[config.mk]
export PLATFORM = sky130hd
export DESIGN_NAME = logic_capture_packer
export DESIGN_NICKNAME = d
export VERILOG_FILES = /design/src/rtl/lcp_pkg.sv /design/src/rtl/lcp_sync.sv /design/src/rtl/lcp_pacer.sv /design/src/rtl/lcp_packer.sv /design/src/rtl/logic_capture_packer.sv
export SDC_FILE = /design/constraint.sdc
export NUM_CORES = 1
export LEC_CHECK = 0
export ABC_AREA = 1
export CAP_MARGIN = 20
export CORE_AREA = 2 2 298 241
export CTS_CLUSTER_DIAMETER = 100
export DETAILED_ROUTE_END_ITERATION = 10
export DIE_AREA = 0 0 300 243
export DONT_BUFFER_PORTS = 1
export PLACE_DENSITY_LB_ADDON = 0.08
export SLEW_MARGIN = 5
export SYNTH_ARGS = -nofsm -noshare
export SYNTH_HDL_FRONTEND = slang
export SYNTH_SLANG_ARGS = --single-unit
[constraint.sdc]
create_clock -name clk -period 3.77 [get_ports clk]
set_input_delay 0.754 -clock clk [delete_from_list [all_inputs] [get_ports clk]]
set_output_delay 0.754 -clock clk [all_outputs]
set_load 0.05 [all_outputs]
[src/rtl/lcp_pkg.sv]
package lcp_pkg;
    localparam int LANE_W      = 8;
    localparam int PIN_W       = 2 * LANE_W;
    localparam int CHUNK_BYTES = 32;
    localparam int CHUNK_W     = CHUNK_BYTES * LANE_W;
    localparam int PTR_W       = $clog2(CHUNK_BYTES);

    typedef enum logic {
        SMP_NARROW = 1'b0,
        SMP_WIDE   = 1'b1
    } smp_width_e;
endpackage

[src/rtl/lcp_sync.sv]
module lcp_sync #(
    parameter int W      = 16,
    parameter int STAGES = 2
) (
    input  logic         clk,
    input  logic         rst_n,
    input  logic [W-1:0] din,
    output logic [W-1:0] dout
);
    logic [W-1:0] stg_d [STAGES];
    logic [W-1:0] stg_q [STAGES];

    for (genvar i = 0; i < STAGES; i++) begin : g_stage
        if (i == 0) begin : g_first
            always_comb stg_d[i] = din;
        end else begin : g_next
            always_comb stg_d[i] = stg_q[i-1];
        end
        always_ff @(posedge clk or negedge rst_n) begin
            if (!rst_n) stg_q[i] <= '0;
            else        stg_q[i] <= stg_d[i];
        end
    end

    assign dout = stg_q[STAGES-1];
endmodule

[src/rtl/lcp_pacer.sv]
module lcp_pacer
    import lcp_pkg::*;
#(
    parameter int DIV_W = 16
) (
    input  logic             clk,
    input  logic             rst_n,
    input  logic             start_i,
    input  logic             stop_i,
    input  logic [DIV_W-1:0] div_i,
    input  logic             wide_i,
    output logic             tick_o,
    output smp_width_e       mode_o
);
    typedef struct packed {
        logic             run;
        logic [DIV_W-1:0] div;
        logic [DIV_W-1:0] cnt;
        smp_width_e       mode;
    } pacer_t;

    pacer_t st_d, st_q;

    always_comb begin
        st_d = st_q;
        if (stop_i) begin
            st_d.run = 1'b0;
        end else if (start_i) begin
            st_d.run  = 1'b1;
            st_d.div  = (div_i == '0) ? DIV_W'(1) : div_i;
            st_d.cnt  = '0;
            st_d.mode = smp_width_e'(wide_i);
        end else if (st_q.run) begin
            st_d.cnt = (st_q.cnt == st_q.div - 1'b1) ? '0 : st_q.cnt + 1'b1;
        end
    end

    always_ff @(posedge clk or negedge rst_n) begin
        if (!rst_n) st_q <= '{run: 1'b0, div: DIV_W'(1), cnt: '0, mode: SMP_NARROW};
        else        st_q <= st_d;
    end

    assign tick_o = st_q.run && (st_q.cnt == '0);
    assign mode_o = st_q.mode;


    tick_spacing_chk: assert property (@(posedge clk) disable iff (!rst_n)
        (tick_o && st_q.div != DIV_W'(1) && !start_i) |=> !tick_o);


    stop_halts_chk: assert property (@(posedge clk) disable iff (!rst_n)
        stop_i |=> !tick_o);
endmodule

[src/rtl/lcp_packer.sv]
module lcp_packer
    import lcp_pkg::*;
#(
    parameter int CNT_W = 32
) (
    input  logic               clk,
    input  logic               rst_n,
    input  logic               start_i,
    input  logic               stop_i,
    input  logic               tick_i,
    input  smp_width_e         mode_i,
    input  logic [PIN_W-1:0]   sample_i,
    output logic [CHUNK_W-1:0] chunk_o,
    output logic               vld_o,
    output logic [CNT_W-1:0]   cnt_o
);
    typedef struct packed {
        logic [CHUNK_W-1:0] fill;
        logic [PTR_W-1:0]   pos;
        logic [CHUNK_W-1:0] hold;
        logic               vld;
        logic [CNT_W-1:0]   cnt;
    } pack_t;

    pack_t              st_d, st_q;
    logic [CHUNK_W-1:0] merged;
    int                 step;

    always_comb begin
        merged = st_q.fill;
        step   = (mode_i == SMP_WIDE) ? 2 : 1;
        for (int l = 0; l < CHUNK_BYTES; l++) begin
            if (l == int'(st_q.pos))
                merged[l*LANE_W +: LANE_W] = sample_i[LANE_W-1:0];
            if (mode_i == SMP_WIDE && l == int'(st_q.pos) + 1)
                merged[l*LANE_W +: LANE_W] = sample_i[PIN_W-1:LANE_W];
        end

        st_d     = st_q;
        st_d.vld = 1'b0;
        if (stop_i) begin
            st_d.pos = '0;
        end else if (start_i) begin
            st_d.pos = '0;
            st_d.cnt = '0;
        end else if (tick_i) begin
            st_d.fill = merged;
            if (int'(st_q.pos) + step == CHUNK_BYTES) begin
                st_d.hold = merged;
                st_d.vld  = 1'b1;
                st_d.cnt  = st_q.cnt + CNT_W'(CHUNK_BYTES);
                st_d.pos  = '0;
            end else begin
                st_d.pos = st_q.pos + PTR_W'(step);
            end
        end
    end

    always_ff @(posedge clk or negedge rst_n) begin
        if (!rst_n) st_q <= '0;
        else        st_q <= st_d;
    end

    assign chunk_o = st_q.hold;
    assign vld_o   = st_q.vld;
    assign cnt_o   = st_q.cnt;


    vld_pulse_chk: assert property (@(posedge clk) disable iff (!rst_n)
        vld_o |=> !vld_o);


    hold_stable_chk: assert property (@(posedge clk) disable iff (!rst_n)
        !vld_o |-> $stable(chunk_o));


    cnt_step_chk: assert property (@(posedge clk) disable iff (!rst_n)
        vld_o |-> cnt_o == $past(cnt_o) + CNT_W'(CHUNK_BYTES));


    start_clear_chk: assert property (@(posedge clk) disable iff (!rst_n)
        (start_i && !stop_i) |=> cnt_o == '0);


    stop_no_vld_chk: assert property (@(posedge clk) disable iff (!rst_n)
        stop_i |=> !vld_o);
endmodule

[src/rtl/logic_capture_packer.sv]
module logic_capture_packer #(
    parameter int DIV_W       = 16,
    parameter int CNT_W       = 32,
    parameter int SYNC_STAGES = 2
) (
    input  logic             clk,
    input  logic             rst_n,
    input  logic [15:0]      pins_i,
    input  logic [DIV_W-1:0] div_i,
    input  logic             wide_i,
    input  logic             start_i,
    input  logic             stop_i,
    output logic [255:0]     chunk_o,
    output logic             chunk_vld_o,
    output logic [CNT_W-1:0] byte_cnt_o
);
    import lcp_pkg::*;

    logic [PIN_W-1:0] pins_s;
    logic             tick;
    smp_width_e       mode;

    lcp_sync #(.W(PIN_W), .STAGES(SYNC_STAGES)) u_sync (
        .clk  (clk),
        .rst_n(rst_n),
        .din  (pins_i),
        .dout (pins_s)
    );

    lcp_pacer #(.DIV_W(DIV_W)) u_pacer (
        .clk    (clk),
        .rst_n  (rst_n),
        .start_i(start_i),
        .stop_i (stop_i),
        .div_i  (div_i),
        .wide_i (wide_i),
        .tick_o (tick),
        .mode_o (mode)
    );

    lcp_packer #(.CNT_W(CNT_W)) u_packer (
        .clk     (clk),
        .rst_n   (rst_n),
        .start_i (start_i),
        .stop_i  (stop_i),
        .tick_i  (tick),
        .mode_i  (mode),
        .sample_i(pins_s),
        .chunk_o (chunk_o),
        .vld_o   (chunk_vld_o),
        .cnt_o   (byte_cnt_o)
    );
endmodule

After elaboration in Yosys (flattened, before gate mapping). Index checks and enable logic that the tools add are counted.

Flip-flop bits (word level): 616. Bits in latches: 0. RAM bits: 0. ROM bits: 0. Input bits: 37. Output and inout port bits: 289. Word-level logic and storage cells: 209. Memories kept: 0.

Add/sub/neg operators: 6. Multipliers: 0. Div/mod/pow operators: 0. Magnitude comparators: 0. Equal/unequal tests: 64. Shift-type cells: 0. Mux-type cells: 79. Bitwise operators: 2. Reductions and logical operators: 47.

Operators by type and width (number): 6-bit by 32-bit == test with 1-bit output, first input constant (16); 8-bit 2-to-1 mux (64); 294-bit 2-to-1 mux (1); 289-bit 2-to-1 mux (1); 5-bit by 32-bit == test with 1-bit output, first input constant (8); 4-bit by 32-bit == test with 1-bit output, first input constant (4); 5-bit == test, first input constant (16); 3-bit by 32-bit == test with 1-bit output, first input constant (2); 16-bit 2-to-1 mux (4); 4-bit by 5-bit == test with 1-bit output, first input constant (8); 1-bit logical AND (33); 33-bit 2-to-1 mux (1); 32-bit by 6-bit adder with 32-bit output, second input constant (1); 6-bit by 32-bit adder with 32-bit output (1); 2-bit by 32-bit == test with 1-bit output, first input constant (1); 32-bit by 7-bit == test with 1-bit output, second input constant (1); 16-bit zero test (2); 32-bit zero test (1); 32-bit 2-to-1 mux (1); 3-bit by 5-bit == test with 1-bit output, first input constant (4); 17-bit 2-to-1 mux (1); 16-bit by 1-bit adder with 16-bit output, second input constant (1); 16-bit == test (1); 16-bit by 1-bit subtractor with 16-bit output, second input constant (1); 14 further kinds (24).

Depth between registers and ports, before layout. Gate-level depths: netlist of the first run.

Depth after elaboration: 8. Mapped depth: 17.

Modules after synthesis. Synthesis of the first run repeated with hierarchy kept, for this count alone.

Cell total of the unflattened synthesis: 4646. Area total of the unflattened synthesis: 33897.5 um^2.

Modules (own cells, without submodules): lcp_packer (times used 1, cells an instance 4244, area an instance 30695.7 um^2, seq. area each 13763.2 um^2); lcp_pacer (times used 1, cells an instance 370, area an instance 2401.1 um^2, seq. area each 852.1 um^2); lcp_sync (times used 1, cells an instance 32, area an instance 800.8 um^2, seq. area each 800.8 um^2).

Least setup slack after synthesis of the first run. OpenSTA, ideal clock, no wires.

Path type: register to register. Start point: reg u_pacer.st_q, in the netlist u_pacer.mode_o. End point: reg u_packer.st_q, in the netlist u_packer.chunk_o[87]. Library setup time: 116 ps. Data arrival time: 2933 ps. Required time: 3654 ps. Path slack: 720 ps. Cell stages (with the launch flop): 18. Buffers on the path: 5. Period minus slack after synthesis: 3050 ps. Path through: dfrtp_1 > inv_1 > buf_1 > ha_1 > inv_1 > fa_1 > nor2_1 > nand4_1 > nor2_1 > nand3_1 > nor2_1 > inv_2 > buf_2 > buf_6 > clkbuf_1 > buf_2 > nand2_1 > nand2_1.

Longest elaborated chain between the ends: 4. Elaborated cells on any way between the ends: 6. Classes of those cells: 1 x add/sub; 1 x eq/ne; 2 x mux; 2 x reduce/logical.

Ends and longest elaborated chain: from (decl) (line lcp_pacer.sv:22) `pacer_t st_d, st_q;`; from (signal assigned) (line lcp_pacer.sv:39) `if (!rst_n) st_q <= '{run: 1'b0, div: DIV_W'(1), cnt: '0, mode: SMP_NARROW};`; from (signal assigned) (line lcp_pacer.sv:40) `else st_q <= st_d;`; 2-bit 2-to-1 mux (line lcp_packer.sv:31) `step = (mode_i == SMP_WIDE) ? 2 : 1;`; 6-bit by 32-bit adder with 32-bit output (line lcp_packer.sv:48) `if (int'(st_q.pos) + step == CHUNK_BYTES) begin`; 32-bit by 7-bit == test with 1-bit output (line lcp_packer.sv:48); 4-bit AND reduction (no line); to (signal assigned) (line lcp_packer.sv:61) `else st_q <= st_d;`; to (decl) (line lcp_packer.sv:25) `pack_t st_d, st_q;`.

Several ways; a longest one is shown, not always the timed one. A chain may end at the register's enable or synchronous reset.

Worst setup path after layout of the first run.
Start point: reg u_pacer.st_q, in the netlist u_pacer.mode_o. End point: reg u_packer.st_q, in the netlist u_packer.cnt_o[14].

Longest elaborated chain between the ends: 5.

Ends and longest elaborated chain (line): 2-bit 2-to-1 mux (lcp_packer.sv:31); 6-bit by 32-bit adder with 32-bit output (lcp_packer.sv:48); 32-bit by 7-bit == test with 1-bit output (lcp_packer.sv:48); 2-bit nonzero test (no line); 3-bit AND reduction (no line).

Every way passes these cells.

==> results of run 1 <==
==> stage by stage <==
step	setup slack [ps]	instance area, µm²
final	711	32000
after detailed placement	687	29700
after floorplan	720	31200
after global routing	373	32000
after global placement	808	29600
after CTS	654	32000
==> cells in the mapped netlist (all sizes together) <==
library cell,instances
a21oi,61
a22o,2
a22oi,1
a2bb2oi,1
buf,349
clkbuf,176
clkinv,10
dfrtp,615
dfstp,1
fa,1
ha,8
inv,115
nand2,1624
nand3,37
nand3b,5
nand4,10
nor2,148
nor3,28
nor4,8
o211ai,97
o21ai,700
o22ai,11
o31ai,1
or2,2
xnor2,5
xor2,19
==> state kept, by name, summed over array words and instances, names as in the netlist <==
name	cells
u_packer.cnt_o	32
u_sync.dout	16
u_packer.vld_o	1
u_pacer.mode_o	1
u_packer.chunk_o	256
u_sync.stg_d	16
u_pacer.st_q	33
u_packer.st_q	261
==> logic make-up after synthesis <==
kind of cell    after synthesis  synth area share, %
compound gates              874                 14.9
xor+xnor                     24                0.674
fa+ha+maj                     9                0.385
buf+inv                     650                 11.5
flops                       616                 49.4
simple gates               1862                 23.1
==> worst max-delay path: cells and delay by family (launching register included) <==
family | cells | cell delay, ps
buf+inv | 3 | 600
flops | 1 | 390
simple gates | 5 | 1030
fa+ha+maj | 2 | 630
compound gates | 1 | 270
==> cell type report <==
type | count | area [µm²]
fill | 6848 | 37900
sequential | 616 | 15400
multi-input combinational | 2769 | 12200
clock buffer | 93 | 2000
tap | 934 | 1170
inverter | 125 | 484
timing repair buffer | 41 | 378
clock inverter | 25 | 374
antenna | 1 | 2.50
==> power breakdown <==
part | internal [mW] | switching (mW)
logic | 0.949 | 1.57
registers | 7.39 | 0.441
clock network | 4.27 | 2.81
total | 12.6 | 4.82
==> per-layer routing <==
| metal | vias to the layer above | GRT usage [%] | part of all wire, % |
|---|---|---|---|
| met5 | - | 0 | 0.014 |
| met4 | 2 | 7.54 | 2.5 |
| met3 | 150 | 4.93 | 6.9 |
| met2 | 806 | 40.6 | 46 |
| met1 | 12249 | 36.7 | 45 |
| li1 | 11879 | - | - |
==> worst max-delay path by stage <==
stage	slack, ps	endpoint	start
final	710	u_packer.cnt_o[14]$_DFFE_PN0P_	u_pacer.mode_o$_DFFE_PN0P_
after global routing	370	u_packer.cnt_o[5]$_DFFE_PN0P_	u_pacer.mode_o$_DFFE_PN0P_
after CTS	650	u_packer.cnt_o[14]$_DFFE_PN0P_	u_pacer.mode_o$_DFFE_PN0P_
after detailed placement	690	u_packer.cnt_o[14]$_DFFE_PN0P_	u_pacer.mode_o$_DFFE_PN0P_
after global placement	810	u_packer.cnt_o[6]$_DFFE_PN0P_	u_pacer.mode_o$_DFFE_PN0P_
after floorplan	720	u_packer.chunk_o[87]$_DFFE_PN0P_	u_pacer.mode_o$_DFFE_PN0P_
==> results, run 1 <==
- The run finished, with violations left.
- The checks that failed: hold timing, slew limit.
- The total power is 17.4 mW.
- Entering global routing, the biggest net connects 617 pins.
- By area the synthesized netlist is led by sky130_fd_sc_hd__dfrtp_1, sky130_fd_sc_hd__nand2_1, sky130_fd_sc_hd__o21ai_0.
- The number of slew-limit violations in the final report is 275.
- The H-tree was split into 3 levels.
- The netlist area before placement is 31200 µm².
- The final core utilization is 45.8%.
- The critical path is of the reg -> reg type.
- The time the final worst path needs with I/O delays and setup is 3060 ps.
- The total clock sinks is 616.
- Walking the worst path, the cells encountered are inv_1, ha_1, inv_1, fa_1, nor2_1, nand4_1, nor2_1, nand3_1, nand2_1, inv_1, a22o_1.
- The headroom to the max-slew limit is -12.9%.
- The worst stage delay on the critical path is 500 ps.
- The share of the synthesized area in the top cell type is 49.3%.
- The smallest hold slack is -157 ps.
- The remaining number of nets flagged by the antenna check after routing is 0.
- At the end of the flow, the number of nets in the layout was 3666.
- Global routing finished with a remaining overflow of 0.
- After the first detailed-routing iteration, the DRC count stood at 2634.
- The floorplan step set the die width to 300 µm.
- The data arrival time of the critical path is 3540 ps.
- The slowest stage cell on the critical path is sky130_fd_sc_hd__nand2_1.
- After the flow finishes, the layout carries non-filler instances totaling 4604.
- Once placement completed, the tool counted placed cells totaling 4485.
- The number of buffers between clock root and the deepest sink is 3.
- The first global-routing pass estimated 147 mm of wire.
- In this run the critical register-to-register path is captured at u_packer.cnt_o[14]$_DFFE_PN0P_.
- The detailed-route wire length is 94.7 mm.
- Across the run, the number of max-cap violations was 0.
- The transition time at the pin with the least slew margin is 1690 ps.
- The average vias per placed instance is 5.45.
- The top cell types in the final layout, fill and taps aside, are sky130_fd_sc_hd__nand2_1, sky130_fd_sc_hd__o21ai_0, sky130_fd_sc_hd__dfrtp_1, sky130_fd_sc_hd__nor2_1, sky130_fd_sc_hd__inv_1.
- In this run the worst path has a maximum fanout of 15.
- The number of endpoints with negative hold slack in the final report is 40.
- Power spread over the standard cell area amounts to 544 nW/µm².
- The number of global-route vias before repair is 23829.
- Port buffering added 0 buffers.
- The source of the worst register-to-register timing path is u_pacer.mode_o$_DFFE_PN0P_.
- In this run the worst hold path is classified as in -> async.
- The post-cts repair resize count is 0.
- After synthesis, flip-flops and latches occupy 49.4% of the total area.
- Timing would allow up to 0.327 GHz.
- The clock input transition at the sequential cells of the worst setup and hold paths is 60 ps.
- The die area is 72900 µm².
- The mean instance size in the synthesized netlist is 7.73 µm².
- The endpoint type of the worst setup path is a flip-flop.
- The final setup skew is 32.8 ps.
- The cell depth of the worst flop-to-flop path is 11.
- STA classifies the critical path startpoint as a flip-flop.
- The y dimension of the die is 243 µm.
- The share of post-route cells with drive strength above 1 is 5.23%.
- Dividing the detail-routed wire length by the instance count gives 20.6 µm.
- The data required time at the worst endpoint is 4250 ps.
- The final route contains 25086 vias.
- The synthesized design contains 616 register bits.
- In this run, CTS created clock tree buffers numbering 67.
- For flop-to-flop paths, the worst setup slack is 710 ps.
- The count of cell types in the netlist is 36.
- The first-pass iteration count of the detailed router is 5.
- The post-route DRC violation count is 0.
- Summed over all cells, the static leakage comes to 14.9 nW.
- At the end of routability-driven placement, the weighted congestion stood at 0.838.
- The total of warnings raised by yosys is 0.
- After legalization and detailed placement, the total HPWL measured 60.3 mm.
- The most common cell type on the critical path is sky130_fd_sc_hd__inv_1.
- The placeable core region is 69900 µm².
- The number of instances in the synthesized netlist is 4035.
- The initial cell density of the core is 44.7%.
- The clock reaches the later pin of the worst-skew pair after 610 ps.
- Across the VDD grid, the largest voltage drop is 0.000315 V.
- Setup repair after global routing left no endpoint under its margin.
- Counting every net in the synthesized netlist gives 4081.
- The largest area contributor in the synthesized netlist is sky130_fd_sc_hd__dfrtp_1.
- The floorplan has 87 rows.
- After clock tree synthesis, the setup repair step added 0 buffers.
- The CTS tree is yes.
- Summed over all failing endpoints, the final setup total negative slack is 0 ps.
- The layout overhead on the synthesized area is 2.65%.
- The post-route clock period utilization is 81.1%.
- The initial antenna violation count was 1.
- The tree is rooted in a sky130_fd_sc_hd__clkbuf_16.
- The global routing usage summed across all routing layers is 25.9%.
- Setup violations remaining at the end of the flow were counted as 0.
- The most common cell after layout, fill and taps aside is sky130_fd_sc_hd__nand2_1.
- Pin placement for this block handled 326 I/O pins.
No activity file was read; power rests on OpenSTA's default activity.
==> run 2, diff against run 1 <==
==> constraint.sdc (replaced) <==
create_clock -name clk -period 2.47 [get_ports clk]
set_input_delay 0.494 -clock clk [delete_from_list [all_inputs] [get_ports clk]]
set_output_delay 0.494 -clock clk [all_outputs]
set_load 0.05 [all_outputs]
==> results, run 2 (synthesis gave the netlist of run 1 again) <==
- The end of the worst register-to-register path is u_packer.chunk_o[175]$_DFFE_PN0P_ (was u_packer.cnt_o[14]$_DFFE_PN0P_).
- The final core utilization is 49.1% (was 45.8%).
- The die area is 72900 µm² (unchanged).
- The global-route wire length before repair is 150 mm (was 147 mm).
- The most common cell after layout, fill and taps aside is sky130_fd_sc_hd__nand2_1 (unchanged).
- The data arrival time of the critical path is 2960 ps (was 3540 ps).
- The slowest stage cell on the critical path is sky130_fd_sc_hd__fa_2 (was sky130_fd_sc_hd__nand2_1).
- The initial antenna violation count came to 4 (was 1).
- The post-route DRC violation count is 0 (unchanged).
- The final weighted congestion of routability-driven global placement is 0.883 (was 0.838).
- The final-report setup violation count is 4 (was 0).
- The number of flip-flops under the largest register name came to 261 (unchanged).
- The combined area of the multi-input logic cells is 12400 µm² (was 12200 µm²).
- The sum of negative setup slack was -9.68 ps (was 0 ps).
- The fraction of power consumed by the clock network was 39.1% (was 40.6%).
- The time the final worst path needs with I/O delays and setup is 2470 ps (was 3060 ps).
- The HPWL reported at the end of detailed placement is 63.7 mm (was 60.3 mm).
- The boundary pin count is 326 (unchanged).
- The CTS tree is yes (unchanged).
- The antenna diode count came to 0 (was 1).
- The fmax is 0.404 GHz (was 0.327 GHz).
- The share of post-route cells with drive strength above 1 is 10.1% (was 5.23%).
- The critical path start-end classification is reg -> reg (unchanged).
- The worst-case vdd ir drop is 0.000480 V (was 0.000315 V).
- The number of endpoints with negative hold slack in the final report came to 615 (was 40).
- The clock input transition at the sequential cells of the worst setup and hold paths is 60 ps (about the same).
- The number of levels in the clock H-tree is 3 (unchanged).
- The total power is 26.5 mW (was 17.4 mW).
- The cell depth of the worst flop-to-flop path is 14 (was 11).
- The initial cell density of the core is 44.7% (unchanged).
- The master cell of the clock root buffer is sky130_fd_sc_hd__clkbuf_16 (unchanged).
- The family with the most delay on the worst path is buffers and inverters (was simple AND/OR/NAND/NOR gates).
- Unrepaired setup endpoints after global routing: yes (was no).
- The number of buffers created by CTS is 68 (was 67).
- The remaining number of nets flagged by the antenna check after routing is 0 (unchanged).
- The number of buffers between clock root and the deepest sink is 3 (unchanged).
- The count of filler cells inserted in the layout is 6682 (was 6848).
- The path category of the worst min-delay check is in -> async (unchanged).
- Run status: finished with violations (unchanged).
- The number of violations of the max-capacitance limit is 0 (unchanged).
- Most frequent cells in the layout: sky130_fd_sc_hd__nand2_1, sky130_fd_sc_hd__dfrtp_1, sky130_fd_sc_hd__o21ai_0, sky130_fd_sc_hd__nor2_1, sky130_fd_sc_hd__buf_4 (was sky130_fd_sc_hd__nand2_1, sky130_fd_sc_hd__o21ai_0, sky130_fd_sc_hd__dfrtp_1, sky130_fd_sc_hd__nor2_1, sky130_fd_sc_hd__inv_1).
- The detailed-route wire length is 101 mm (was 94.7 mm).
- The pin count of the biggest net entering global routing came to 617 (unchanged).
- The power density over the cells is 773 nW/µm² (was 544 nW/µm²).
- The placeable core region came to 69900 µm² (unchanged).
- The endpoint type of the worst setup path is a flip-flop (unchanged).
- The average detailed-routed wire length per instance came to 21.1 µm (was 20.6 µm).
- The number of slew-limit violations in the final report is 0 (was 275).
- The headroom to the max-slew limit came to 20.9% (was -12.9%).
- The post-route clock period utilization is 100% (was 81.1%).
- The sequential standard cell area is 15400 µm² (unchanged).
- The global routing usage summed across all routing layers was 26.5% (was 25.9%).
- The first-pass iteration count of the detailed router is 5 (unchanged).
- The clock latency on the worst-skew pair is 620 ps (was 610 ps).
- The transition time at the pin with the least slew margin is 1190 ps (was 1690 ps).
- The number of DRC markers after the initial detailed-route iteration is 2805 (was 2634).
- The number of input and output port buffers inserted is 0 (unchanged).
- The startpoint type of the worst setup path is a flip-flop (unchanged).
- The final net count is 3854 (was 3666).
- The source of the worst register-to-register timing path is u_pacer.mode_o$_DFFE_PN0P_ (unchanged).
- The average vias per placed instance is 5.46 (was 5.45).
- The internal power consumption is 18.9 mW (was 12.6 mW).
- Cell chain of the critical path: inv_2, ha_4, inv_2, fa_2, nand4_1, nor2_2, nand3_2, nor2_4, buf_12, buf_12, inv_16, clkbuf_16, nand2_1, o21ai_1 (was inv_1, ha_1, inv_1, fa_1, nor2_1, nand4_1, nor2_1, nand3_1, nand2_1, inv_1, a22o_1).
- The post-route cell area is 34300 µm² (was 32000 µm²).
- The via count is 26151 (was 25086).
- The largest fanout on the critical path is 18 (was 15).
- The buffer and inverter count on the worst path is 6 (was 3).
- The net switching power of the design is 7.61 mW (was 4.82 mW).
- The layout overhead on the synthesized area is 9.96% (was 2.65%).
- The slack of the critical path is -2.95 ps (was 711 ps).
- The register with the most flip-flops is u_packer.st_q (unchanged).
- The smallest hold slack is -416 ps (was -157 ps).
- The data required time at the worst endpoint is 2960 ps (was 4250 ps).
- The final setup skew was 23.3 ps (was 32.8 ps).
- The count of standard-cell rows came to 87 (unchanged).
- In this run, post-CTS hold repair placed 30 buffers.
- The placed cell area is 30800 µm² (was 29700 µm²).
- The proportion of power drawn by flip-flops and latches is 45.1% (was 45.0%).
- The die width is 300 µm (unchanged).
- The worst stage delay on the critical path was 520 ps (was 500 ps).
- The switching part of the total power is 28.7% (was 27.6%).
- The register-to-register setup slack is -3 ps (was 710 ps).
- The fraction of power consumed by combinational cells is 15.8% (was 14.5%).
- The number of global-route vias before repair is 24747 (was 23829).
- The total global routing overflow came to 0 (unchanged).
- The static leakage is 16.2 nW (was 14.9 nW).
- Violated checks: hold timing, setup timing (was hold timing, slew limit).
- The y dimension of the die is 243 µm (unchanged).
- The total clock sinks is 616 (unchanged).
run 2: cell count changes in the layout (fill, tap and decap cells not counted), sizes merged:
cell / delta
clkinv: -2
diode: -1
buf: +137
dlygate4sd3: +30
bufinv: -3
clkinvlp: +3
clkbuf: +20
inv: +4
run 2: power groups by stage:
stage          Sequential [mW]  Clock, mW  Combinational [mW]
2_1_floorplan             11.9          0                2.82
3_3_place_gp              12.0          0                3.91
3_5_place_dp              12.1          0                4.07
4_1_cts                   11.9       10.6                4.13
5_1_grt                   12.1       11.1                4.78
6_report                  11.9       10.4                4.19
run 2: what timing repair did:
| item | 4_1_cts | 5_1_grt |
|---|---|---|
| setup buffers | 5 | 5 |
| endpoints found under the hold margin | 646 | 615 |
| gates resized for setup | 13 | 155 |
| pin swaps | 9 | 19 |
| setup endpoints to repair | 215 | 415 |
| cloned | 4 | 24 |
run 2: final cells by class:
class / instances / area share (%)
timing repair buffer: 226 / 7.53
tap: 934 / 3.41
inverter: 125 / 1.43
sequential: 616 / 44.9
clock buffer: 95 / 5.64
clock inverter: 25 / 0.879
multi-input combinational: 2769 / 36.1
timing repair inverter: 2 / 0.0802
run 2: worst register-to-register path, delay by kind of cell (launching register included):
family / cells / cell delay [ps]
AND/OR/NAND/NOR: 5 / 550
flip-flops: 1 / 390
AO/OA/AOI/OAI: 1 / 70
buffers and inverters: 6 / 690
adder cells (fa/ha/maj): 2 / 650
run 2: metrics by stage:
| step | instances | setup WS [ps] | hold slack (ps) |
|---|---|---|---|
| 2_1_floorplan | 4035 | -55.2 | 198 |
| 3_3_place_gp | 4605 | -28.6 | 226 |
| 3_5_place_dp | 4605 | -90.3 | 229 |
| 4_1_cts | 4764 | -23.5 | -430 |
| 5_1_grt | 4792 | -134 | -442 |
| 6_report | 4792 | -2.95 | -416 |
run 2: worst max-delay path by stage:
| stage | cells after the start | startpoint | to |
|---|---|---|---|
| floorplan | 16 | u_pacer.mode_o$_DFFE_PN0P_ | u_packer.chunk_o[11]$_DFFE_PN0P_ |
| global placement | 10 | u_packer.st_q[289]$_DFFE_PN0P_ | u_packer.st_q[472]$_DFFE_PN0P_ |
| detailed placement | 12 | u_pacer.mode_o$_DFFE_PN0P_ | u_packer.chunk_o[181]$_DFFE_PN0P_ |
| CTS | 14 | u_pacer.mode_o$_DFFE_PN0P_ | u_packer.chunk_o[72]$_DFFE_PN0P_ |
| global route | 14 | u_pacer.mode_o$_DFFE_PN0P_ | u_packer.chunk_o[109]$_DFFE_PN0P_ |
| finish | 14 | u_pacer.mode_o$_DFFE_PN0P_ | u_packer.chunk_o[175]$_DFFE_PN0P_ |
run 2: routing by layer:
layer | track usage [%] | vias to the layer above | wire length [µm] | share of wire [%]
met5 | 0 | - | 0 | 0
li1 | - | 12278 | - | -
met2 | 42.0 | 934 | 46500 | 46
met3 | 4.85 | 145 | 7120 | 7.0
met4 | 6.57 | 0 | 2220 | 2.2
met1 | 37.6 | 12794 | 45300 | 45
